==> config.mk <==
export PLATFORM = sky130hd
export DESIGN_NAME = sarTransitionFinder
export DESIGN_NICKNAME = d
export VERILOG_FILES = /design/src/rtl/sarFinderPkg.sv /design/src/rtl/sarCtrl.sv /design/src/rtl/sarPath.sv /design/src/rtl/sarTransitionFinder.sv
export SDC_FILE = /design/constraint.sdc
export NUM_CORES = 1
export LEC_CHECK = 0
export ABC_AREA = 0
export BUFFER_PORTS_ARGS = -buffer_cell sky130_fd_sc_hd__buf_4
export CAP_MARGIN = 0
export CORE_ASPECT_RATIO = 0.75
export CORE_MARGIN = 3
export CORE_UTILIZATION = 48
export DETAILED_ROUTE_END_ITERATION = 12
export PLACE_DENSITY = 0.64
export SKIP_CTS_REPAIR_TIMING = 1
export SLEW_MARGIN = 20
export SYNTH_ARGS = -nofsm -noshare
export SYNTH_HDL_FRONTEND = slang
export SYNTH_HIERARCHICAL = 1
export SYNTH_SLANG_ARGS = --single-unit
export TNS_END_PERCENT = 10
==> constraint.sdc <==
create_clock -name clk -period 4 [get_ports clk]
set_input_delay 0.8 -clock clk [delete_from_list [all_inputs] [get_ports clk]]
set_output_delay 0.8 -clock clk [all_outputs]
set_load 0.01 [all_outputs]
==> src/rtl/sarFinderPkg.sv <==
package sarFinderPkg;
  typedef struct packed {
    logic launch;     // begin a new search
    logic voteClr;    // clear the comparator-high counter
    logic voteEn;     // count this cycle into the vote
    logic voteLatch;  // last window cycle: latch the majority
    logic applyBit;   // apply latched decision to the trial word
  } sarStrobe_t;

  typedef enum logic [1:0] {ST_IDLE, ST_SETTLE, ST_VOTE, ST_APPLY} sarState_t;
endpackage

==> src/rtl/sarCtrl.sv <==
module sarCtrl
  import sarFinderPkg::*;
#(
  parameter int MAX_M      = 16,
  parameter int SETTLE_CYC = 4,
  parameter int MEXP_W     = 5,
  parameter int CNT_W      = MAX_M + 1
) (
  input  logic              clk,
  input  logic              rst_n,
  input  logic              start,
  input  logic [MEXP_W-1:0] winExp,
  input  logic              lastBit,
  output sarStrobe_t        strobe,
  output logic              busy,
  output logic              done,
  output logic [CNT_W-1:0]  halfWin,
  output logic [MEXP_W-1:0] mHeld
);
  localparam int SET_W = $clog2(SETTLE_CYC + 1);

  sarState_t         state;
  logic [SET_W-1:0]  setCnt;
  logic [CNT_W-1:0]  winCnt;
  logic [CNT_W-1:0]  winLast;
  logic [MEXP_W-1:0] mClamp;

  always_comb begin
    if (winExp == '0)                        mClamp = MEXP_W'(1);
    else if (winExp > MEXP_W'(MAX_M))        mClamp = MEXP_W'(MAX_M);
    else                                     mClamp = winExp;
  end

  assign winLast = (CNT_W'(1) << mHeld) - CNT_W'(1);
  assign halfWin = CNT_W'(1) << (mHeld - MEXP_W'(1));
  assign busy    = (state != ST_IDLE);

  always_comb begin
    strobe = '0;
    case (state)
      ST_IDLE:   strobe.launch    = start;
      ST_SETTLE: strobe.voteClr   = (setCnt == SET_W'(SETTLE_CYC - 1));
      ST_VOTE: begin
        strobe.voteEn    = 1'b1;
        strobe.voteLatch = (winCnt == winLast);
      end
      ST_APPLY:  strobe.applyBit  = 1'b1;
      default:   strobe = '0;
    endcase
  end

  always_ff @(posedge clk or negedge rst_n) begin
    if (!rst_n) begin
      state  <= ST_IDLE;
      setCnt <= '0;
      winCnt <= '0;
      mHeld  <= MEXP_W'(1);
      done   <= 1'b0;
    end else begin
      done <= 1'b0;
      case (state)
        ST_IDLE: if (start) begin
          mHeld  <= mClamp;
          setCnt <= '0;
          state  <= ST_SETTLE;
        end
        ST_SETTLE: begin
          setCnt <= setCnt + SET_W'(1);
          if (strobe.voteClr) begin
            winCnt <= '0;
            state  <= ST_VOTE;
          end
        end
        ST_VOTE: begin
          winCnt <= winCnt + CNT_W'(1);
          if (strobe.voteLatch) state <= ST_APPLY;
        end
        ST_APPLY: begin
          setCnt <= '0;
          if (lastBit) begin
            done  <= 1'b1;
            state <= ST_IDLE;
          end else begin
            state <= ST_SETTLE;
          end
        end
        default: state <= ST_IDLE;
      endcase
    end
  end
endmodule

==> src/rtl/sarPath.sv <==
module sarPath
  import sarFinderPkg::*;
#(
  parameter int DAC_W = 16,
  parameter int ADC_W = 10,
  parameter int CNT_W = 17
) (
  input  logic             clk,
  input  logic             rst_n,
  input  sarStrobe_t       strobe,
  input  logic [ADC_W-1:0] adcCode,
  input  logic [ADC_W-1:0] targetCode,
  input  logic [CNT_W-1:0] halfWin,
  output logic [DAC_W-1:0] dacCode,
  output logic [DAC_W-1:0] result,
  output logic             lastBit
);
  localparam logic [DAC_W-1:0] TOP_BIT = {1'b1, {(DAC_W-1){1'b0}}};

  logic [DAC_W-1:0] trial, bitMask, trialKept;
  logic [ADC_W-1:0] targetHeld;
  logic [CNT_W-1:0] hiCnt;
  logic             decGreater;
  logic             isAbove;

  assign isAbove   = (adcCode > targetHeld);
  assign trialKept = decGreater ? (trial & ~bitMask) : trial;
  assign lastBit   = bitMask[0];
  assign dacCode   = trial;

  always_ff @(posedge clk or negedge rst_n) begin
    if (!rst_n) begin
      trial      <= '0;
      bitMask    <= '0;
      targetHeld <= '0;
      hiCnt      <= '0;
      decGreater <= 1'b0;
      result     <= '0;
    end else begin
      if (strobe.launch) begin
        trial      <= TOP_BIT;
        bitMask    <= TOP_BIT;
        targetHeld <= targetCode;
      end
      if (strobe.voteClr) hiCnt <= '0;
      if (strobe.voteEn)  hiCnt <= hiCnt + CNT_W'(isAbove);
      if (strobe.voteLatch)
        decGreater <= (hiCnt + CNT_W'(isAbove)) > halfWin;
      if (strobe.applyBit) begin
        if (bitMask[0]) begin
          trial  <= trialKept;
          result <= trialKept;
        end else begin
          trial   <= trialKept | (bitMask >> 1);
          bitMask <= bitMask >> 1;
        end
      end
    end
  end
endmodule

==> src/rtl/sarTransitionFinder.sv <==
module sarTransitionFinder
  import sarFinderPkg::*;
#(
  parameter int DAC_W      = 16,
  parameter int ADC_W      = 10,
  parameter int MAX_M      = 16,
  parameter int SETTLE_CYC = 4,
  localparam int MEXP_W    = $clog2(MAX_M + 1),
  localparam int CNT_W     = MAX_M + 1
) (
  input  logic              clk,
  input  logic              rst_n,
  input  logic              start,
  input  logic [ADC_W-1:0]  targetCode,
  input  logic [MEXP_W-1:0] winExp,
  input  logic [ADC_W-1:0]  adcCode,
  output logic [DAC_W-1:0]  dacCode,
  output logic [DAC_W-1:0]  result,
  output logic              done
);
  sarStrobe_t        strobe;
  logic              busy, lastBit;
  logic [CNT_W-1:0]  halfWin;
  logic [MEXP_W-1:0] mHeld;

  sarCtrl #(.MAX_M(MAX_M), .SETTLE_CYC(SETTLE_CYC), .MEXP_W(MEXP_W), .CNT_W(CNT_W)) ctrl (
    .clk(clk), .rst_n(rst_n), .start(start), .winExp(winExp), .lastBit(lastBit),
    .strobe(strobe), .busy(busy), .done(done), .halfWin(halfWin), .mHeld(mHeld)
  );

  sarPath #(.DAC_W(DAC_W), .ADC_W(ADC_W), .CNT_W(CNT_W)) path (
    .clk(clk), .rst_n(rst_n), .strobe(strobe), .adcCode(adcCode),
    .targetCode(targetCode), .halfWin(halfWin), .dacCode(dacCode),
    .result(result), .lastBit(lastBit)
  );
endmodule

==> impl_results.md, run 1 <==
- Io pins: slightly above 60
- Status: complete, no violations
- Critical-path maximum fanout: 3
- CTS tree: yes
- Hold Crit Start: path/result[2]$_DFFE_PN0P_
- Met1 usage: between 30% and 40%
- Vias in the first global route: around 5k
- Residual DRC: 0
- CTS max path bufs: 2
- Worst r2r dst: path/decGreater$_DFFE_PN0P_
- Die width: between 100 and 150 µm
- CP cell instances: buf_4 -> ha_4 -> nor2b_2 -> o21a_1 -> o21a_1 -> o21bai_1 -> a41oi_2 -> ha_2 -> ha_1 -> nand2_1 -> or3_4 -> nor3_2 -> xor2_1 -> ha_1 -> and4_4 -> nand2_1 -> or3_4 -> a21o_1 -> a21oi_1
- Synth Area per Inst: about 8.6 µm²
- Cell Area, Synth: ~6300 µm²
- Asr flop ratio synth: 100%
- Startpoint type of the worst setup path: input port
- Routed Antenna Nets: 0
- Relative slew slack: 37.6%
- First-pass GRT wire length: approximately 25 mm
- Grt met3 use: 4.81%
- Worst EP arrival: around 4.2 ns
- Starting density of the core: around half
- Final cycle utilization of the critical path: a little over nine tenths
- Final Max Slew Viols: 0
- MaxCap Viol Count: 0
- Hold Path Class: register to register
- Final Total Pwr: between 4 and 5 mW
- Layout cells sized above 1: between 10% and 20%
- Worst path required time: ~4.3 ns
- Number of buffers created by CTS: 9
- Commonest non-fill, non-tap cells in the layout: nand2_1 (156), dfrtp_1 (103), buf_4 (84)
- Seq/Total Area, Yosys: between 40% and 50%
- Max VDD drop: ~450 µV
- Ant. Diodes: 0
- Nets: roughly 860
- Post-synthesis instance total: 733
- Ys flop type: dfrtp_1
- Flop-to-flop setup slack: roughly 0.25 ns
- Worst setup margin: ~0.11 ns
- Grt total ovfl: 0
- Yosys warns: 6
- First-pass DRT Iterations: 5
- Commonest non-fill, non-tap cell in the layout: nand2_1
- CP Class: input port to register
- Post-place setup slack: -0.331 ns
- Netlist cell types: between 60 and 70
- Power density cells: between 600 and 700 nW/µm²
- Hold endpoint: path/result[2]$_DFFE_PN0P_
- Worst Setup End Kind: register
- Std-Cell Core Area: between 10,000 and 15,000 µm²
- Final cell count without fillers: ~960
- Synth Net Count: 800
- RR Startpoint: path/targetHeld[1]$_DFFE_PN0P_
- Post-synth EDFFs: 0
- Htree depth: 3
- GR Util met2: between 20 and 30%
- # rows: 35
- Post-route clock skew: just under 0.009 ns
- Synthesis-to-finish area growth: 16.7%
- Via-per-instance ratio: between 5 and 6
- Worst hold path stage count: 2
- DR iter-0 viols: just over 400
- Final HPWL DP: 10.8 mm
- Most Crowded Layer GR: met1
- Fmax: ~260 MHz
- DRT Wirelength: roughly 15 mm
- Min Hold Slack: 0.485 ns
- Critical path's largest stage delay: approximately 0.38 ns
- Min Tclk post-route: 3.89 ns
- Yosys reg bits: about 100
- Slowest cell on crit path: or3_4
- Largest net degree at the start of global routing: 64
- DP Cell Count: 943
- Die H: approximately 100 µm
- Final setup TNS: 0 ns
- Final hold violation count: 0
- Least-Margin Pin Slew: 0.933 ns
- CTS sink count: between 100 and 150
- Routed len/inst: between 15 and 20 µm
- Total Routing Usage GR: 21.3%
- Final setup fails: 0
- Clk slew on worst S/H paths: roughly 0.080 ns
- Clock root buffer: clkbuf_16
- Insertion delay to the later sink of the worst-skew pair: roughly 0.36 ns
- Die area: roughly 14,000 µm²
- P_leak: 3.67 nW
- DR vias: around 5.2k
- R2R cell count: 21
- Initial antenna violation count: 0
- Buffers on Ports: 60
- Routability Congestion: ~0.86
-- routing by layer --
metal  vias to the layer above  share of wire (%)  wire [µm]
met5                         -                  0          0
met4                         0                1.4        216
met3                        16                4.6        689
met2                       115                 42       6280
met1                      2470                 52       7730
li1                       2610                  -          -
-- cells in the mapped netlist (2+ instances only) --
master	n	area, µm²
nor2_1	48	180
o21ai_0	55	275
nand3_1	31	155
mux2_2	4	45.0
mux2i_1	3	30.0
nor3_2	2	20.0
nor3_1	7	35.0
and2_1	2	12.5
nor3b_1	23	173
o31ai_1	4	30.0
nor4_1	3	18.8
a31oi_1	2	12.5
a211oi_1	2	15.0
dfrtp_1	103	2580
nand2b_1	10	62.6
nand4_1	9	56.3
nor4b_1	2	17.5
ha_1	39	488
a21oi_1	20	100
nand2_1	156	586
nor2b_1	8	50.1
clkbuf_1	32	120
o21a_1	3	22.5
a21o_1	26	195
xor2_1	18	158
inv_1	44	165
a22o_1	2	17.5
buf_6	2	22.5
xnor2_1	16	140
or3_1	8	50.1
and4_1	4	35.0
nand3_2	2	20.0
a21oi_2	2	17.5
and3_1	7	43.8
nand3b_1	4	30.0
-- registers in the layout, summed over array words and instances, names as in the netlist --
name	cells
path/decGreater	1
ctrl/mHeld	5
path/hiCnt	17
ctrl/state	2
ctrl/setCnt	3
path/targetHeld	10
ctrl/winCnt	17
path/result	16
ctrl/done	1
path/bitMask	16
path/dacCode	16
-- report_power, final --
part	total (mW)	switching, mW	internal [mW]
Combinational	2.32	1.32	1.00
Clock	0.903	0.454	0.449
Sequential	1.60	0.240	1.36
Total	4.82	2.01	2.81
-- worst max-delay path by stage --
stage / startpoint / to / cells past startpoint
5_1_grt: adcCode[1] / path/decGreater$_DFFE_PN0P_ / 19
2_1_floorplan: adcCode[1] / path/decGreater$_DFFE_PN0P_ / 18
3_3_place_gp: adcCode[1] / path/decGreater$_DFFE_PN0P_ / 19
4_1_cts: adcCode[1] / path/decGreater$_DFFE_PN0P_ / 19
3_5_place_dp: adcCode[1] / path/decGreater$_DFFE_PN0P_ / 19
6_report: adcCode[1] / path/decGreater$_DFFE_PN0P_ / 19
-- kinds of logic (layout without fill, tap and decap cells) --
kind of cell | Yosys count | after routing | share of synthesized area [%]
compound gates | 131 | 131 | 13.1
xor+xnor | 36 | 36 | 5.49
fa+ha+maj | 39 | 39 | 7.78
buf+inv | 81 | 145 | 5.11
flops | 104 | 104 | 41.5
mux | 8 | 8 | 1.38
simple gates | 334 | 334 | 25.7
-- worst max-delay path, delay by kind of cell --
family,cells,cell delay [ns]
compound gates,6,0.75
xor+xnor,1,0.12
fa+ha+maj,4,0.94
buf+inv,1,0.12
simple gates,7,1.41
-- per-stage QoR --
| stage | util [%] | cell area [µm²] |
|---|---|---|
| 2_1_floorplan | - | 6270 |
| 3_3_place_gp | 55.3 | 6930 |
| 3_5_place_dp | 55.3 | 6930 |
| 4_1_cts | 57.8 | 7240 |
| 5_1_grt | 58.4 | 7320 |
| 6_report | 58.4 | 7320 |
-- cell type report --
type	instances	area, µm²
Fill cell	1115	5210
Multi-Input combinational cell	548	3400
Sequential cell	104	2600
Timing Repair Buffer	84	631
Clock buffer	9	225
Tap cell	166	208
Inverter	45	169
Clock inverter	7	83.8
Power figures use the tool's default switching activity.
==> inputs of run 2 (changes only) <==
Settings changed: CTS_BUF_LIST from default to sky130_fd_sc_hd__clkbuf_16, REMOVE_ABC_BUFFERS from default to 1.
==> run 2 against run 1 <==
Net effect: final area rose by 0.56%; die area did not move; fmax is 0.72% lower; critical endpoint unchanged.
==> impl_results.md, run 2 (synthesized netlist as in run 1, its figures left out) <==
- DRT Wirelength: around 15 mm
- Post-route cell area: about 7400 µm²
- Power density cells: 652 nW/µm²
- Number of buffers created by CTS: 9
- Die width: ~140 µm
- Final setup TNS: 0 ns
- Fmax: approximately 260 MHz
- Die H: 105 µm
- Commonest non-fill, non-tap cells in the layout: nand2_1 (154), dfrtp_1 (103), buf_4 (81)
- # rows: 35
- Final setup fails: 0
- Status: complete, no violations
- Htree depth: 3
- Final Max Slew Viols: 0
- Largest net degree at the start of global routing: 63
- CP cell instances: buf_6 -> ha_4 -> nor2b_4 -> o21a_1 -> o21a_1 -> o21bai_1 -> a41oi_2 -> ha_2 -> ha_4 -> nand2_2 -> or3_4 -> nor3_4 -> xor2_2 -> ha_1 -> and4_1 -> nand2_2 -> or3_4 -> a21o_1 -> a21oi_2
- Critical path's largest stage delay: roughly 0.43 ns
- Nets: 858
- Worst EP arrival: 4.19 ns
- Post-place setup slack: -0.358 ns
- Routed len/inst: 15.1 µm
- Top Metal Used: met4
- CTS sink count: around 100
- M1 wire length: ~7.4 mm
- Met3 Routed Length: 731 µm
- Insertion delay to the later sink of the worst-skew pair: about 0.35 ns
- Least-Margin Pin Slew: roughly 0.98 ns
- CTS max path bufs: 2
- Startpoint type of the worst setup path: input port
- Final Total Pwr: 4.80 mW
- Worst setup margin: 0.0865 ns
- Die area: 14,500 µm²
- Std-Cell Core Area: 12,500 µm²
- DR vias: between 5k and 6k
- MaxCap Viol Count: 0
- Grt total ovfl: 0
- Via-per-instance ratio: between 5 and 6
- Max VDD drop: 328 µV
- Total Routing Usage GR: around a fifth
- Dpl cell area: slightly below 7000 µm²
- Crit-path leading delay family: simple AND/OR/NAND/NOR gates
- Critical path buffers and inverters: 1
- Initial antenna violation count: 0
- Layout cells sized above 1: between 10% and 20%
- Slowest cell on crit path: or3_4
- Final hold violation count: 0
- Hold Path Class: input port to async pin
- Post-route clock skew: 0.00872 ns
- Routed Antenna Nets: 0
- Min Tclk post-route: about 4 ns
- Io pins: 61
- DR iter-0 viols: around 310
- Ant. Diodes: 0
- Vias in the first global route: about 4.9k
- Routability Congestion: about 0.85
- Worst Setup End Kind: register
- Met2 wire len: 6.33 mm
- Synthesis-to-finish area growth: 17.4%
- Largest registers: ctrl/winCnt x17, path/hiCnt x17
- Commonest non-fill, non-tap cell in the layout: nand2_1
- Critical-path maximum fanout: 3
- CP Class: input port to register
- Residual DRC: 0
- Final HPWL DP: between 10 and 15 mm
- Final cycle utilization of the critical path: ~100%
- Worst path required time: 4.28 ns
- CTS tree: yes
- Buffers on Ports: 60
- Relative slew slack: between 30% and 40%
- P_leak: around 3.7 nW
- Clk slew on worst S/H paths: approximately 0.070 ns
- Starting density of the core: approximately 50%
- Clock root buffer: clkbuf_16
- First-pass DRT Iterations: 5
- First-pass GRT wire length: roughly 24 mm
run 2: cell types whose count changed in the layout (fill, tap and decap cells not counted), moves of 2 or more:
cell,before,now
nand2_2,0,2
clkinv_8,2,0
nand2_1,156,154
clkinvlp_4,0,2
buf_4,84,81
run 2: final cells by class:
cell class,instances,area (µm²)
multi-input combinational,548,3450
inverter,45,169
fill,1142,5160
clock inverter,7,63.8
clock buffer,9,225
tap,166,208
sequential,104,2600
timing repair buffer,83,639
run 2: final timing paths:
kind / start / end / slack [ns] / cells past startpoint
hold reg to reg: path/result[13]$_DFFE_PN0P_ / path/result[13]$_DFFE_PN0P_ / 0.49 / 2
hold / removal: rst_n / path/hiCnt[6]$_DFFE_PN0P_ / 0.45 / 1
setup reg to reg: path/targetHeld[1]$_DFFE_PN0P_ / path/decGreater$_DFFE_PN0P_ / 0.23 / 19
max in group asynchronous: rst_n / path/result[7]$_DFFE_PN0P_ / 2.80 / 2
setup / recovery: adcCode[1] / path/decGreater$_DFFE_PN0P_ / 0.09 / 19
min in group clk: path/result[13]$_DFFE_PN0P_ / path/result[13]$_DFFE_PN0P_ / 0.49 / 2
run 2: per-layer routing:
metal | vias up | GRT usage, %
met1 | 2519 | 32.1
met3 | 10 | 4.28
met4 | 0 | 4.51
met5 | - | 0
li1 | 2599 | -
met2 | 121 | 29.5
run 2: worst register-to-register path, delay by kind of cell (launching register included):
family | cells | cell delay (ns)
compound gates | 6 | 0.75
xor+xnor | 1 | 0.11
fa+ha+maj | 4 | 0.94
buf+inv | 1 | 0.07
flops | 1 | 0.32
simple gates | 7 | 1.51
run 2: through the flow:
step	utilization, %	hold slack [ns]	cells
5_1_grt	58.8	0.493	962
6_report	58.8	0.449	962
2_1_floorplan	-	0.469	697
4_1_cts	57.7	0.466	959
3_3_place_gp	55.4	0.464	943
3_5_place_dp	55.4	0.474	943
run 2: report_power, final:
part           total [mW]  internal [mW]  switching (mW)  leakage, nW
logic                2.33           1.03            1.30         2.14
clock network       0.860          0.436           0.424        0.136
registers            1.61           1.36           0.250         1.39
total                4.80           2.83            1.97         3.67
